--- config.mk ---
export PLATFORM = sky130hd
export DESIGN_NAME = dmagen_top
export DESIGN_NICKNAME = d
export VERILOG_FILES = /design/src/rtl/dmagen_pkg.sv /design/src/rtl/dmagen_plan.sv /design/src/rtl/dmagen_list_walker.sv /design/src/rtl/dmagen_top.sv
export SDC_FILE = /design/constraint.sdc
export NUM_CORES = 1
export LEC_CHECK = 0
export BUFFER_PORTS_ARGS = -buffer_cell sky130_fd_sc_hd__buf_4
export CAP_MARGIN = 20
export CORE_MARGIN = 2
export CORE_UTILIZATION = 42
export DETAILED_ROUTE_END_ITERATION = 10
export GPL_TIMING_DRIVEN = 0
export PLACE_DENSITY = 0.71
export RECOVER_POWER = 25
export SLEW_MARGIN = 40
export SYNTH_ARGS = -nofsm -noshare
export SYNTH_HDL_FRONTEND = slang
export SYNTH_SLANG_ARGS = --single-unit
--- constraint.sdc ---
create_clock -name clk -period 7.7 [get_ports clk]
set_clock_uncertainty 0.2 [all_clocks]
set_input_delay 0.77 -clock clk [delete_from_list [all_inputs] [get_ports clk]]
set_output_delay 0.77 -clock clk [all_outputs]
set_load 0.02 [all_outputs]
--- src/rtl/dmagen_pkg.sv ---
package dmagen_pkg;
  localparam int WORD_W      = 64;
  localparam int PTR_ADDR_W  = 48;
  localparam int LOCAL_SZ_W  = 13;
  localparam int BUS_LEN_W   = 16;
  localparam int LOCAL_MAX   = 8191;
  localparam int BUS_MAX     = 65535;
  localparam int GROUP_SLOTS = 4;

  typedef enum logic [1:0] {
    XF_MEM2MEM = 2'd0,
    XF_TO_MEM  = 2'd1,
    XF_FROM_MEM = 2'd2,
    XF_BUS2BUS = 2'd3
  } xfer_kind_e;

  typedef enum logic [2:0] {
    ST_IDLE, ST_HDR, ST_FIRST, ST_LAST, ST_REJECT
  } gen_state_e;

  // smaller of a remaining byte count and a chunk limit
  function automatic logic [31:0] clip(input logic [31:0] rem, input logic [31:0] lim);
    return (rem > lim) ? lim : rem;
  endfunction

  // number of chunks a transfer splits into for a given format
  function automatic logic [31:0] seg_count(input logic [31:0] bytes, input logic bus);
    if (bus) return (bytes + 32'd65534) / 32'd65535;
    return (bytes + 32'd8190) / 32'd8191;
  endfunction

  // words a list occupies: bus lists add one length word per group of four
  function automatic logic [31:0] list_words(input logic [31:0] segs, input logic bus);
    if (!bus || segs == 32'd0) return segs;
    return segs + ((segs - 32'd1) >> 2) + 32'd1;
  endfunction
endpackage

--- src/rtl/dmagen_plan.sv ---
module dmagen_plan
  import dmagen_pkg::*;
#(
  parameter int SIZE_W        = 20,
  parameter int CNT_W         = 6,
  parameter int CHK_FIRST_MAX = 11,
  parameter int CHK_LAST_MAX  = 11,
  parameter int CHK_SUM_MAX   = 15,
  parameter int WCNT_W        = CNT_W + 2
) (
  input  logic [1:0]        kind,
  input  logic [SIZE_W-1:0] size,
  input  logic              limit_chk,
  output logic              first_bus,
  output logic              last_bus,
  output logic [CNT_W-1:0]  first_cnt,
  output logic [CNT_W-1:0]  last_cnt,
  output logic [WCNT_W-1:0] total_words,
  output logic              reject
);
  localparam logic [31:0] CNT_MAX = 32'((1 << CNT_W) - 1);

  logic [31:0] nf, nl, wf, wl;
  logic        ovf, lim_hit;

  assign first_bus = (kind == 2'(XF_BUS2BUS));
  assign last_bus  = (kind != 2'(XF_MEM2MEM));

  assign nf = seg_count(32'(size), first_bus);
  assign nl = seg_count(32'(size), last_bus);
  assign wf = list_words(nf, first_bus);
  assign wl = list_words(nl, last_bus);

  assign ovf     = (nf > CNT_MAX) || (nl > CNT_MAX);
  assign lim_hit = limit_chk && ((nf > 32'(CHK_FIRST_MAX)) ||
                                 (nl > 32'(CHK_LAST_MAX)) ||
                                 ((nf + nl) > 32'(CHK_SUM_MAX)));
  assign reject  = (size == '0) || ovf || lim_hit;

  assign first_cnt   = CNT_W'(nf);
  assign last_cnt    = CNT_W'(nl);
  assign total_words = WCNT_W'(32'd1 + wf + wl);
endmodule

--- src/rtl/dmagen_list_walker.sv ---
module dmagen_list_walker
  import dmagen_pkg::*;
#(
  parameter int ADDR_W = 48,
  parameter int SIZE_W = 20
) (
  input  logic              clk,
  input  logic              rst_n,
  input  logic              load,
  input  logic              load_bus,
  input  logic [ADDR_W-1:0] load_addr,
  input  logic [SIZE_W-1:0] load_size,
  input  logic              adv,
  output logic [WORD_W-1:0] word,
  output logic              last_word
);
  localparam int SLOT_W = $clog2(GROUP_SLOTS);

  logic              bus_q, in_len_q;
  logic [SLOT_W-1:0] slot_q;
  logic [ADDR_W-1:0] addr_q;
  logic [SIZE_W-1:0] rem_q;
  logic [31:0]       rem32;
  logic [SIZE_W-1:0] chunk;
  logic [WORD_W-1:0] len_word;
  logic              len_phase;

  assign rem32     = 32'(rem_q);
  assign chunk     = SIZE_W'(clip(rem32, bus_q ? 32'(BUS_MAX) : 32'(LOCAL_MAX)));
  assign len_phase = bus_q && in_len_q;

  // one length slot per address of the upcoming group
  for (genvar k = 0; k < GROUP_SLOTS; k++) begin : g_len
    localparam logic [31:0] SKIP = 32'(k * BUS_MAX);
    assign len_word[k*BUS_LEN_W +: BUS_LEN_W] =
      BUS_LEN_W'(clip((rem32 > SKIP) ? (rem32 - SKIP) : 32'd0, 32'(BUS_MAX)));
  end

  always_comb begin
    if (!bus_q)        word = {3'b000, LOCAL_SZ_W'(chunk), PTR_ADDR_W'(addr_q)};
    else if (in_len_q) word = len_word;
    else               word = WORD_W'(addr_q);
  end

  assign last_word = bus_q ? (!in_len_q && rem32 <= 32'(BUS_MAX))
                           : (rem32 <= 32'(LOCAL_MAX));

  always_ff @(posedge clk or negedge rst_n) begin
    if (!rst_n) begin
      bus_q    <= 1'b0;
      in_len_q <= 1'b0;
      slot_q   <= '0;
      addr_q   <= '0;
      rem_q    <= '0;
    end else if (load) begin
      bus_q    <= load_bus;
      in_len_q <= load_bus;
      slot_q   <= '0;
      addr_q   <= load_addr;
      rem_q    <= load_size;
    end else if (adv) begin
      if (len_phase) begin
        in_len_q <= 1'b0;
        slot_q   <= '0;
      end else begin
        addr_q <= addr_q + ADDR_W'(chunk);
        rem_q  <= rem_q - chunk;
        if (bus_q) begin
          slot_q <= slot_q + 1'b1;
          if (slot_q == SLOT_W'(GROUP_SLOTS - 1)) in_len_q <= 1'b1;
        end
      end
    end
  end

  AST_LEN_THEN_ADDR: assert property (@(posedge clk) disable iff (!rst_n)
    adv && len_phase |=> !len_phase && !last_word == (rem_q > SIZE_W'(BUS_MAX)));
  AST_CHUNK_LIVE: assert property (@(posedge clk) disable iff (!rst_n)
    adv && !len_phase |-> chunk != '0);
  AST_REM_SHRINKS: assert property (@(posedge clk) disable iff (!rst_n)
    adv && !len_phase && !last_word |=> rem_q < $past(rem_q));
endmodule

--- src/rtl/dmagen_top.sv ---
module dmagen_top
  import dmagen_pkg::*;
#(
  parameter int ADDR_W        = 48,
  parameter int SIZE_W        = 20,
  parameter int CNT_W         = 6,
  parameter int CHK_FIRST_MAX = 11,
  parameter int CHK_LAST_MAX  = 11,
  parameter int CHK_SUM_MAX   = 15,
  localparam int WCNT_W       = CNT_W + 2
) (
  input  logic              clk,
  input  logic              rst_n,
  input  logic              req_valid,
  output logic              req_ready,
  input  logic [1:0]        req_kind,
  input  logic [ADDR_W-1:0] req_first_addr,
  input  logic [ADDR_W-1:0] req_last_addr,
  input  logic [SIZE_W-1:0] req_size,
  input  logic [63:0]       req_hdr,
  input  logic              limit_chk,
  output logic              out_valid,
  input  logic              out_ready,
  output logic [63:0]       out_data,
  output logic              out_last,
  output logic              done,
  output logic [WCNT_W-1:0] done_words,
  output logic              done_err
);
  gen_state_e        state_q;
  logic [63:0]       hdr_q, hdr_next;
  logic [WCNT_W-1:0] words_q, sent_q;
  logic              req_fire, out_fire;

  logic              p_first_bus, p_last_bus, p_reject;
  logic [CNT_W-1:0]  p_first_cnt, p_last_cnt;
  logic [WCNT_W-1:0] p_total;

  logic [63:0]       fw_word, lw_word;
  logic              fw_last, lw_last, fw_adv, lw_adv;

  dmagen_plan #(
    .SIZE_W(SIZE_W), .CNT_W(CNT_W), .CHK_FIRST_MAX(CHK_FIRST_MAX),
    .CHK_LAST_MAX(CHK_LAST_MAX), .CHK_SUM_MAX(CHK_SUM_MAX), .WCNT_W(WCNT_W)
  ) u_plan (
    .kind(req_kind), .size(req_size), .limit_chk(limit_chk),
    .first_bus(p_first_bus), .last_bus(p_last_bus),
    .first_cnt(p_first_cnt), .last_cnt(p_last_cnt),
    .total_words(p_total), .reject(p_reject)
  );

  dmagen_list_walker #(.ADDR_W(ADDR_W), .SIZE_W(SIZE_W)) u_first (
    .clk(clk), .rst_n(rst_n), .load(req_fire), .load_bus(p_first_bus),
    .load_addr(req_first_addr), .load_size(req_size), .adv(fw_adv),
    .word(fw_word), .last_word(fw_last)
  );

  dmagen_list_walker #(.ADDR_W(ADDR_W), .SIZE_W(SIZE_W)) u_last (
    .clk(clk), .rst_n(rst_n), .load(req_fire), .load_bus(p_last_bus),
    .load_addr(req_last_addr), .load_size(req_size), .adv(lw_adv),
    .word(lw_word), .last_word(lw_last)
  );

  assign req_ready = (state_q == ST_IDLE);
  assign req_fire  = req_valid && req_ready;

  always_comb begin
    hdr_next = req_hdr;
    hdr_next[CNT_W-1:0]       = p_first_cnt;
    hdr_next[2*CNT_W-1:CNT_W] = p_last_cnt;
  end

  assign out_valid = (state_q == ST_HDR) || (state_q == ST_FIRST) || (state_q == ST_LAST);

  always_comb begin
    case (state_q)
      ST_HDR:   out_data = hdr_q;
      ST_FIRST: out_data = fw_word;
      ST_LAST:  out_data = lw_word;
      default:  out_data = '0;
    endcase
  end

  assign out_fire   = out_valid && out_ready;
  assign fw_adv     = out_fire && (state_q == ST_FIRST);
  assign lw_adv     = out_fire && (state_q == ST_LAST);
  assign out_last   = (state_q == ST_LAST) && lw_last;
  assign done_err   = (state_q == ST_REJECT);
  assign done       = (out_fire && out_last) || done_err;
  assign done_words = done_err ? '0 : words_q;

  always_ff @(posedge clk or negedge rst_n) begin
    if (!rst_n) begin
      state_q <= ST_IDLE;
      hdr_q   <= '0;
      words_q <= '0;
      sent_q  <= '0;
    end else begin
      if (req_fire) begin
        hdr_q   <= hdr_next;
        words_q <= p_total;
        sent_q  <= '0;
      end else if (out_fire) begin
        sent_q  <= sent_q + 1'b1;
      end
      case (state_q)
        ST_IDLE:   if (req_fire) state_q <= p_reject ? ST_REJECT : ST_HDR;
        ST_HDR:    if (out_fire) state_q <= ST_FIRST;
        ST_FIRST:  if (out_fire && fw_last) state_q <= ST_LAST;
        ST_LAST:   if (out_fire && lw_last) state_q <= ST_IDLE;
        default:   state_q <= ST_IDLE;
      endcase
    end
  end

  AST_HDR_LEADS: assert property (@(posedge clk) disable iff (!rst_n)
    req_fire && !p_reject |=> out_valid && out_data == $past(hdr_next));
  AST_STALL_HOLDS: assert property (@(posedge clk) disable iff (!rst_n)
    out_valid && !out_ready |=> out_valid && $stable(out_data));
  AST_DONE_TOTAL: assert property (@(posedge clk) disable iff (!rst_n)
    done && !done_err |-> WCNT_W'(sent_q + 1'b1) == done_words);
  AST_REJECT_SILENT: assert property (@(posedge clk) disable iff (!rst_n)
    done && done_err |-> sent_q == '0 && !out_valid);
endmodule

Word level (Yosys, flattened, before mapping)
Cells that the tools add are included.

Add/sub/neg operators: 23. Divide/modulo/power cells: 2. $lt $le $gt $ge: 27. Equal/unequal tests: 13. Muxes and demuxes: 76. Reduce and logical (&&, ||, !) cells: 45.

Operator list (count): $mux W32 (10); $mux W48 (6); $mux W64 (4); $mux W20 (10); $gt A32 B16 Y1 const B (6); $pmux W64 S3 (1); $mux W16 (10); $add A48 B20 Y48 (2); $gt A32 B4 Y1 const B (3); $gt A20 B16 Y1 const B (4); $gt A20 B32 Y1 (2); $gt A32 B6 Y1 const B (2); $logic_not A32 Y1 (2); $sub A20 B16 Y21 const B (2); $sub A20 B17 Y21 const B (2); $sub A20 B18 Y21 const B (2); $gt A20 B1 Y1 const B (2); $gt A20 B17 Y1 const B (2); $gt A20 B18 Y1 const B (2); $le A20 B13 Y1 const B (2); $le A20 B16 Y1 const B (2); $mux W8 (5); $sub A20 B20 Y20 (2); $add A32 B32 Y32 (1); 29 further kinds (100).

Register bits after elaboration: 219. Input bits: 187. Output and inout bits: 77. Word-level logic and storage cells: 199.

Logic depth before layout (Yosys ltp)
Gate-level depths: netlist of the first run.

Depth after elaboration: 12. Mapped depth: 58. Gate-level depth less buffers: 51.

Modules after synthesis
Synthesis of the first run repeated with hierarchy kept, for this count alone.

Cell total of the unflattened synthesis: 3641. Area total of the unflattened synthesis: 27261.1 µm².

Modules (own cells, without submodules): dmagen_list_walker (instances 2, cells each 1036, area an instance 7383.3 µm², seq. area each 1801.7 µm²); dmagen_plan (instances 1, cells each 1157, area an instance 7587.3 µm², seq. area each 0.0 µm²); dmagen_top (instances 1, cells each 412, area an instance 4907.2 µm², seq. area each 1876.8 µm²).

Least setup slack after synthesis of the first run
OpenSTA, ideal clock, no wires.

Path type: input to register. Start: in req_size[1]. End: reg words_q[7]. Library setup time: 94 ps. Data arrival time: 11589 ps. Required time: 7406 ps. Slack: -4183 ps. Cell stages on the path: 53. Buffers on the path: 5. Path through: clkbuf_1 inv_1 ha_1 or3b_1 buf_4 o31a_1 a2bb2oi_4 and3_4 and2_4 buf_6 a21bo_1 buf_6 or4_4 mux2_4 and4_4 a21oi_4 o211ai_2 buf_4 [17 not listed] inv_1 nor3_1 nor2_1 ha_1 fa_1 o31ai_1 ha_1 a21o_1 a21o_1 a21o_1 a21o_1 a21o_1 a21oi_1 xor2_1 and3_1 a31oi_1 o21ai_1 a211oi_1.

Longest elaborated chain between the ends: 10. Elaborated cells between the ends (all ways): 26. Those cells by class: add/sub (10); div (2); mux (10); reduce/logical (4).

RTL lines: start: declaration (RTL line dmagen_top.sv:19) `input logic [SIZE_W-1:0] req_size,`; $add A20 B16 Y21 (RTL line dmagen_pkg.sv:28) `if (bus) return (bytes + 32'd65534) / 32'd65535;`; $div A32 B16 Y32 (RTL line dmagen_pkg.sv:28); $mux W32 (RTL line dmagen_pkg.sv:28); $mux W32 * (RTL line dmagen_pkg.sv:29) `return (bytes + 32'd8190) / 32'd8191;`; named net p_first_cnt[0] (RTL line dmagen_top.sv:36) `logic [CNT_W-1:0] p_first_cnt, p_last_cnt;`; $sub A10 B1 Y10 or $logic_not A32 Y1 (tied branches) (RTL line dmagen_pkg.sv:35, dmagen_pkg.sv:34); $add A8 B8 Y8 or $logic_or A1 B1 Y1 (tied branches) (RTL line dmagen_pkg.sv:35, dmagen_pkg.sv:34); $add A8 B1 Y8 or $mux W1 (tied branches) (RTL line dmagen_pkg.sv:35, dmagen_pkg.sv:34); $mux W8 * (RTL line dmagen_pkg.sv:35) `return segs + ((segs - 32'd1) >> 2) + 32'd1;`; $add A1 B8 Y8 * (RTL line dmagen_plan.sv:42) `assign total_words = WCNT_W'(32'd1 + wf + wl);`; $add A8 B8 Y8 * (RTL line dmagen_plan.sv:42); end signal: assignment (RTL line dmagen_top.sv:101) `words_q <= p_total;`; end: declaration (RTL line dmagen_top.sv:32) `logic [WCNT_W-1:0] words_q, sent_q;`.

Mark *: on every way through the listed nets, which the timed path passes. The rest lies on a longest branch. The select of a mux whose other input is x is not followed. A chain may end at the register's enable or synchronous reset.

Final worst setup path of the first run
Ends and elaborated chain as after synthesis.

==> results.md, run 1 <==
Status:
- The run finished, with violations left.
- The final reports fail on max-capacitance violations, max-slew violations, negative setup slack.

Synthesis:
- Yosys attributes the largest share of cell area to dfrtp_1 23%, nand2_1 8.4%, xnor2_1 6.0%.
- Yosys mapped the design onto 124 distinct sky130hd cell types.
- In this run the biggest area consumer among cell types represents 22.9% of the synthesized area.
- Summing the areas of all compound-gate instances in the mapped netlist gives 26.4% of the synthesized area.
- Of the synthesized area, sequential elements account for 22.9%.
- The most area-hungry cell type in the Yosys netlist is dfrtp_1.
- By area, the combinational part of the netlist is dominated by simple AND/OR/NAND/NOR gates.
- In the synthesized netlist the dominant register cell turns out to be dfrtp_1.
- Of the total synthesized cell area, the portion taken by full adders, half adders and majority gates is 5.64%.
- Synthesis produced a netlist whose cell count is 3315.
- After Yosys synthesis, XOR and XNOR cells account for 8.87% of the synthesized area.
- The proportion of synthesized area in mux cells is 0.924%.
- Counting flops with an async set or reset pin after synthesis yields a share of 100%.
- In the synthesized netlist, the cells that appear most often are 534 x nand2_1, 287 x nor2_1, 257 x o21ai_0, 237 x a21oi_1, 219 x dfrtp_1.
- The mean cell area of the mapped netlist is 7.23 sq um.
- The post-synthesis register bit count is 219.
- The number of enable flip-flop cells after synthesis is 0.
- The most common cell in the synthesized netlist is nand2_1.
- The number of warnings reported in the yosys synthesis log is 0.
- The synthesized netlist occupies a cell area of 24000 sq um.
- The basic-gate share of the synthesized area counting and, or, nand and nor cells is 30.0%.

Floorplan:
- After floorplanning, the core was sized to cover 56400 sq um.
- The die outline width is 243 um.
- The overall die height is 243 um.
- The number of primary I/O pins is 264.
- The initial core utilization is 42.5%.
- The floorplan die area is 59000 sq um.
- In this run the core area contains 87 standard-cell rows.

Critical path:
- In this design, the stage delay of the slowest critical-path cell is 530 ps.
- The number of buffers and inverters on the critical path is 9.
- The cell family with the largest share of critical-path delay is compound AO/OA/AOI/OAI gates.
- The dominant cell type by count on the critical path is a21o_1.
- The maximum fanout along the worst path is 7.
- Data arrives at the worst endpoint at 11760 ps.
- The classification of the worst setup path is primary input to flop.
- The kind of end point of the critical path is a flop.
- STA puts the critical path data required time at 7970 ps.
- The worst setup path is launched from a primary input.
- The critical-path cell with the highest stage delay is or4_4.

Place:
- The half-perimeter wire length of the detailed placement result is 84.8 mm.
- Port buffering added 238 buffers.
- Once placement finished, the instance area stood at 27100 sq um.
- The weighted congestion reported at the end of routability-driven placement is 1.06.

Global route:
- The total overflow left after global routing is 0.
- Entering global routing, the biggest net connects 67 pins.
- Across every metal layer, demand over resource in global routing totals 35.7%.
- The number of antenna violations at the first check in global routing is 1.
- The via count of the first global-routing pass came to 26.4k.
- The first-pass GRT wire length is 163 mm.

Routing:
- The residual DRC count is 0.
- The routed wire length per instance is 24.9 um.
- The mean number of vias per cell is 6.37.
- The number of vias in the routed layout is 28.8k.
- In this run the remaining antenna-violating nets after routing total 0.
- The number of DRC violations after detailed-routing iteration 0 is 3478.
- The total wire length after detailed routing is 112 mm.
- The number of detailed-routing iterations run before antenna repair is 7.

Flow run:
- The count of max-cap constraint violations is 3.

Timing:
- The count of final setup violators is 14.
- The transition at the pin with the smallest max-transition slack is 3500 ps.
- The highest attainable clock frequency is 87.0 MHz.
- The worst path uses 149% of the clock period.
- Counting I/O delays and the setup requirement, the final critical path takes 11490 ps.
- In the post-route analysis, the smallest setup slack over all paths is -3790 ps.
- The final-report hold violation count came to 0.
- The relative max-transition margin is -133%.
- The count of pins over their slew limit is 174.
- Setup repair after global routing could not meet its margin everywhere.

Finish:
- The final-layout fill cell count is 5452.
- The net count of the finished layout is 4031.
- From synthesis to final layout, the design area changed by 27.9%.
- Summing all non-filler instances in the final layout gives an area of 30700 sq um.
- For this run, the share of the core covered by cells in the final layout is 54.4%.
- The proportion of layout cells with a drive suffix above 1 is 21.4%.

Hold path:
- The min-delay analysis places its worst path in the category primary input to flop.

Clocking:
- In this run, CTS created clock tree buffers numbering 28.
- The tree is rooted in a clkbuf_16.
- The longest clock path from root to sink contains 3 buffers.
- The clock insertion delay at the later pin of the skew report is 600 ps.
- CTS built an H-tree with a depth of 1.
- The CTS tree is done.
- The CTS sink count is 219.
- After clock tree synthesis, the clock-pin slew on the worst setup and hold paths is 60 ps.

Power and ir drop:
- The power per cell area is 363 nW/um^2.
- The worst-case IR drop observed on VDD is 0.199 mV.
- The overall power of the completed layout is 11.1 mW.
- The reported leakage power is 12.6 nW.
path summary, 6_finish.rpt:
| check | start | end | slack (ps) | cells past startpoint |
|---|---|---|---|---|
| min in group asynchronous | rst_n | u_last.addr_q[23]$_DFFE_PN0P_ | 1720 | 2 |
| hold reg to reg | hdr_q[30]$_DFFE_PN0P_ | hdr_q[30]$_DFFE_PN0P_ | 280 | 2 |
| hold / removal | req_hdr[33] | hdr_q[33]$_DFFE_PN0P_ | 160 | 3 |
| max in group asynchronous | rst_n | u_last.rem_q[4]$_DFFE_PN0P_ | 1050 | 3 |
| setup / recovery | req_size[1] | words_q[7]$_DFFE_PN0P_ | -3790 | 54 |
| setup reg to reg | u_first.rem_q[2]$_DFFE_PN0P_ | u_first.addr_q[36]$_DFFE_PN0P_ | 390 | 36 |
what timing repair did:
action                                  CTS  global route
hold buffers                              1             0
gates cloned                              1             0
gates resized for setup                 132           191
pin swaps                                76           117
endpoints found under the setup margin   41            59
buffers inserted                         72            80
endpoints found under the hold margin    64             0
kinds of logic (layout without fill, tap and decap cells):
group	count (synthesis)	after routing
compound gates	956	956
other cells	1	11
buf+inv	303	739
xor+xnor	241	241
flops	219	219
mux	20	20
fa+ha+maj	105	105
simple gates	1470	1470
final cells by class:
| class | count | area [sq um] | share of cell area, % |
|---|---|---|---|
| Clock buffer | 39 | 782 | 2.55 |
| Timing Repair Buffer | 393 | 3070 | 10.0 |
| Multi-Input combinational cell | 2802 | 18900 | 61.7 |
| Inverter | 91 | 359 | 1.17 |
| Clock inverter | 12 | 153 | 0.498 |
| Sequential cell | 219 | 5480 | 17.9 |
| Antenna cell | 1 | 2.50 | 0.00816 |
| Tap cell | 756 | 946 | 3.09 |
| Buffer | 204 | 942 | 3.07 |
tightest hold or removal path: stages:
cell and delay (ps):
buf_4 80, nand2_1 40, nand2_1 40
stage by stage:
stage               hold slack, ps  TNS (ps)  std cells  worst slack [ps]
global placement               259    -56880       4318             -5560
detailed placement             263    -56470       4322             -5450
floorplan                      238    -23160       3324             -3260
global route                   169    -33550       4516             -4110
finish                         163    -30040       4517             -3790
CTS                            145    -27090       4445             -3660
sequential cells by signal (all words and copies together), names as in the netlist:
register	flops
u_first.in_len_q	1
u_first.slot_q	2
u_first.rem_q	20
words_q	8
hdr_q	64
u_last.slot_q	2
state_q	3
u_first.addr_q	48
u_last.bus_q	1
u_first.bus_q	1
u_last.rem_q	20
u_last.in_len_q	1
u_last.addr_q	48
placed cells by master (no fill, tap or decap), types with 19 or more instances in the layout:
cell and instances:
nor4_1 34, xnor2_1 147, and3_1 38, nor2b_1 21, o21bai_1 35, nand4_1 53, buf_1 19, nor2_1 272
o21ai_0 232, a22oi_1 34, buf_6 26, dfrtp_1 216, nand2_1 522, or2_2 37, or3_1 20, clkbuf_1 154
a221o_1 20, clkbuf_16 29, ha_1 92, nor3_1 121, a21oi_1 218, o211ai_1 36, a21o_1 33, a31oi_1 38
inv_1 83, nand3_1 110, buf_4 374, o221ai_1 21, and2_1 37, xor2_1 69
where the power goes:
| group | switching, mW | total (mW) | internal [mW] | leakage [nW] |
|---|---|---|---|---|
| registers | 0.620 | 2.31 | 1.69 | 2.73 |
| clock network | 0.572 | 1.38 | 0.808 | 0.459 |
| logic | 4.75 | 7.43 | 2.68 | 9.42 |
| total | 5.94 | 11.1 | 5.18 | 12.6 |
routing by layer:
layer,share of wire [%],up-vias,GRT usage (%)
met5,0,-,0
met4,7.6,0,22.4
met1,40,13800,47.4
met3,9.5,357,5.46
li1,-,12900,-
met2,43,1755,54.4
Power figures use the tool's default switching activity.
==> run 2, diff against run 1 <==
--- a/config.mk
+++ b/config.mk
@@ -11,6 +11,7 @@
 export CORE_UTILIZATION = 42
 export DETAILED_ROUTE_END_ITERATION = 10
 export GPL_TIMING_DRIVEN = 0
+export MAX_ROUTING_LAYER = met4
 export PLACE_DENSITY = 0.71
 export RECOVER_POWER = 25
 export SLEW_MARGIN = 40
==> constraint.sdc (replaced) <==
create_clock -name clk -period 7.7 [get_ports clk]
set_clock_uncertainty 0.2 [all_clocks]
set_input_delay 1.54 -clock clk [delete_from_list [all_inputs] [get_ports clk]]
set_output_delay 1.54 -clock clk [all_outputs]
set_load 0.02 [all_outputs]
==> run 2 against run 1 <==
  * Final cell count down 0.11%
  * Highest routed layer unchanged
  * Sequential power about the same
  * Critical path depth down 3
  * The flow still finishes with violations (max-capacitance violations, max-slew violations, negative setup slack)
  * Die area unchanged
  * Via count down 0.57%
  * Critical path type unchanged
  * Fmax down 6.9%
  * Largest power group unchanged
  * Clock-buffer cell count up 1
==> results.md, run 2 (synthesis results as in run 1) <==
Status:
- Status: complete, but fails checks (unchanged).
- Violated checks: max-capacitance violations, max-slew violations, negative setup slack (unchanged).

Clocking:
- The clock tree root driver cell is clkbuf_16 (unchanged).
- The clock insertion delay at the later pin of the skew report came to 600 ps (about the same).
- The total CTS buffers came to 28 (unchanged).
- The number of levels the H-tree was split into is 1 (unchanged).
- The cts-stage hold buffer count was 0 (was 1).
- The CTS sink count was 219 (unchanged).
- The clock edge transition at the registers on the reported setup and hold paths is 60 ps (about the same).
- The CTS tree is done (unchanged).
- The maximum buffer depth of the clock tree is 3 (unchanged).

Finish:
- Commonest cells after routing, fill and taps aside: 523 x nand2_1, 367 x buf_4, 272 x nor2_1 (was 522 x nand2_1, 374 x buf_4, 272 x nor2_1).
- The final cell count without fillers is 4512 (was 4517).
- The antenna cell count came to 0 (was 1).
- The final-layout fill cell count is 5471 (was 5452).
- The net count of the finished layout was 4026 (was 4031).
- The number of flip-flops in the largest register was 64 (unchanged).
- The post-layout utilization of the core is 54.2% (was 54.4%).
- The most common cell after layout, fill and taps aside is nand2_1 (unchanged).
- The proportion of layout cells with a drive suffix above 1 is 21.7% (was 21.4%).
- The area growth from synthesis to final layout is 27.6% (was 27.9%).
- The top register by number of flip-flops is hdr_q (unchanged).
- Biggest registers after layout: hdr_q: 64 flops, u_first.addr_q: 48 flops, u_last.addr_q: 48 flops (unchanged).

Timing:
- The transition at the pin with the smallest max-transition slack is 2410 ps (was 3500 ps).
- The worst setup slack after layout came to -4630 ps (was -3790 ps).
- The period utilization is 160% (was 149%).
- The count of final setup violators came to 16 (was 14).
- Setup repair after global routing missed its margin: yes (unchanged).
- The shortest period the worst path allows is 12330 ps (was 11490 ps).
- The relative max-transition margin is -61.0% (was -133%).
- The count of pins over their slew limit is 226 (was 174).
- The final-report hold violation count is 0 (unchanged).
- The aggregate negative setup slack is -41940 ps (was -30040 ps).
- The highest attainable clock frequency is 81.1 MHz (was 87.0 MHz).

Critical path:
- The required time reported for the critical path endpoint is 7970 ps (about the same).
- The kind of end point of the critical path is a flop (unchanged).
- The dominant cell type by count on the critical path is a21o_1 (unchanged).
- The classification of the worst setup path was primary input to flop (unchanged).
- The maximum fanout along the worst path was 8 (was 7).
- The launching element type of the critical path was a primary input (unchanged).
- The biggest cell delay along the critical path was 530 ps (about the same).
- The critical-path cell with the highest stage delay is or4b_4 (was or4_4).
- The critical path data arrival time is 12610 ps (was 11760 ps).

Routing:
- The mean number of vias per cell was 6.34 (was 6.37).
- The residual DRC count came to 0 (unchanged).
- The remaining antenna violation count is 0 (unchanged).
- The routed wire length per instance was 25.3 um (was 24.9 um).
- The number of detailed-routing iterations run before antenna repair is 9 (was 7).
- The number of vias in the routed layout is 28.6k (was 28.8k).
- The number of DRC violations after detailed-routing iteration 0 is 3372 (was 3478).
- The total wire length after detailed routing was 114 mm (was 112 mm).

Floorplan:
- The core footprint is 56400 sq um (unchanged).
- The initial core utilization is 42.5% (unchanged).
- The overall die height is 243 um (unchanged).
- The number of primary I/O pins was 264 (unchanged).
- The standard-cell row count is 87 (unchanged).
- The die outline width is 243 um (unchanged).
- The floorplan die area is 59000 sq um (unchanged).

Global route:
- The total congestion overflow after global routing came to 0 (unchanged).
- The via count of the first global-routing pass came to 26.4k (about the same).
- The largest net degree at the start of global routing is 73 (was 67).
- The first-pass GRT wire length is 167 mm (was 163 mm).
- The number of antenna violations at the first check in global routing is 0 (was 1).
- The aggregate global-route resource usage is 37.7% (was 35.7%).

Power and ir drop:
- The power per cell area is 363 nW/um^2 (about the same).
- The maximum VDD drop is 0.240 mV (was 0.199 mV).
- The reported leakage power is 12.6 nW (about the same).

Flow run:
- The count of max-cap constraint violations is 4 (was 3).

Hold path:
- The kind of path behind the tightest hold check is flop to flop (was primary input to flop).

Place:
- The instance count after placement with tap cells included is 4322 (unchanged).
- The quantity of I/O buffers inserted on ports is 238 (unchanged).
- The weighted congestion reported at the end of routability-driven placement came to 1.06 (about the same).
- The half-perimeter wire length of the detailed placement result is 86.3 mm (was 84.8 mm).
-- run 2: cell types whose count changed in the layout (fill, tap and decap cells not counted), moves of 4 or more --
cell      before  now
nand3_2        4   10
o21ai_0      232  228
or3_4          5    9
buf_4        374  367
or3_1         20   16
buf_2          9   13
clkbuf_2       7   13
nand3_4        6    1
-- run 2: final timing paths --
| path | startpoint | slack, ps | cells after the start | endpoint |
|---|---|---|---|---|
| max | req_size[1] | -4630 | 51 | words_q[7]$_DFFE_PN0P_ |
| min | hdr_q[23]$_DFFE_PN0P_ | 280 | 2 | hdr_q[23]$_DFFE_PN0P_ |
| max reg2reg | u_last.bus_q$_DFFE_PN0P_ | 250 | 35 | u_last.addr_q[44]$_DFFE_PN0P_ |
| min reg2reg | hdr_q[23]$_DFFE_PN0P_ | 280 | 2 | hdr_q[23]$_DFFE_PN0P_ |
| max in group asynchronous | rst_n | 1060 | 3 | u_first.addr_q[13]$_DFFE_PN0P_ |
| min in group asynchronous | rst_n | 1470 | 1 | u_last.addr_q[23]$_DFFE_PN0P_ |
-- run 2: power breakdown --
group          total, mW  internal [mW]  leakage (nW)  switching, mW
clock               1.35          0.764         0.449          0.582
sequential          2.31           1.69          2.73          0.618
combinational       7.45           2.67          9.40           4.78
total               11.1           5.13          12.6           5.98
-- run 2: repair_timing --
action / in CTS / in global routing
endpoints found under the hold margin: 0 / 0
pin swaps: 73 / 88
endpoints found under the setup margin: 51 / 58
buffers inserted: 80 / 64
cloned: 1 / 0
gates resized for setup: 193 / 152
-- run 2: metrics by stage --
step	hold WS, ps	cell area, sq um	setup WS [ps]	power [mW]
after floorplan	238	24200	-4030	6.52
after global placement	260	27000	-6450	9.10
after detailed placement	264	27100	-6470	9.17
after CTS	282	29600	-4190	10.7
after global routing	293	30600	-4970	11.6
final	282	30600	-4630	11.1
-- run 2: final cells by class --
cell class                 count  area (sq um)  share of cell area [%]
multi-input combinational   2802         18900                    62.0
sequential                   219          5490                    17.9
timing repair buffer         384          2950                    9.63
buffer                       208           970                    3.17
tap                          756           946                    3.09
clock buffer                  40           806                    2.63
inverter                      91           367                    1.20
clock inverter                12           113                   0.368
-- run 2: worst max-delay path, delay by kind of cell --
family / cells / cell delay (ps)
fa+ha+maj: 4 / 1040
buf+inv: 10 / 1270
simple gates: 16 / 4590
xor+xnor: 1 / 110
compound gates: 20 / 4000
-- run 2: metal layers --
metal | share of wire, % | up-vias | global-route usage (%)
met3 | 8.6 | 344 | 4.70
met2 | 44 | 1683 | 56.4
met5 | 0 | - | -
met4 | 7.2 | 0 | 21.7
li1 | - | 12900 | -
met1 | 41 | 13700 | 49.0
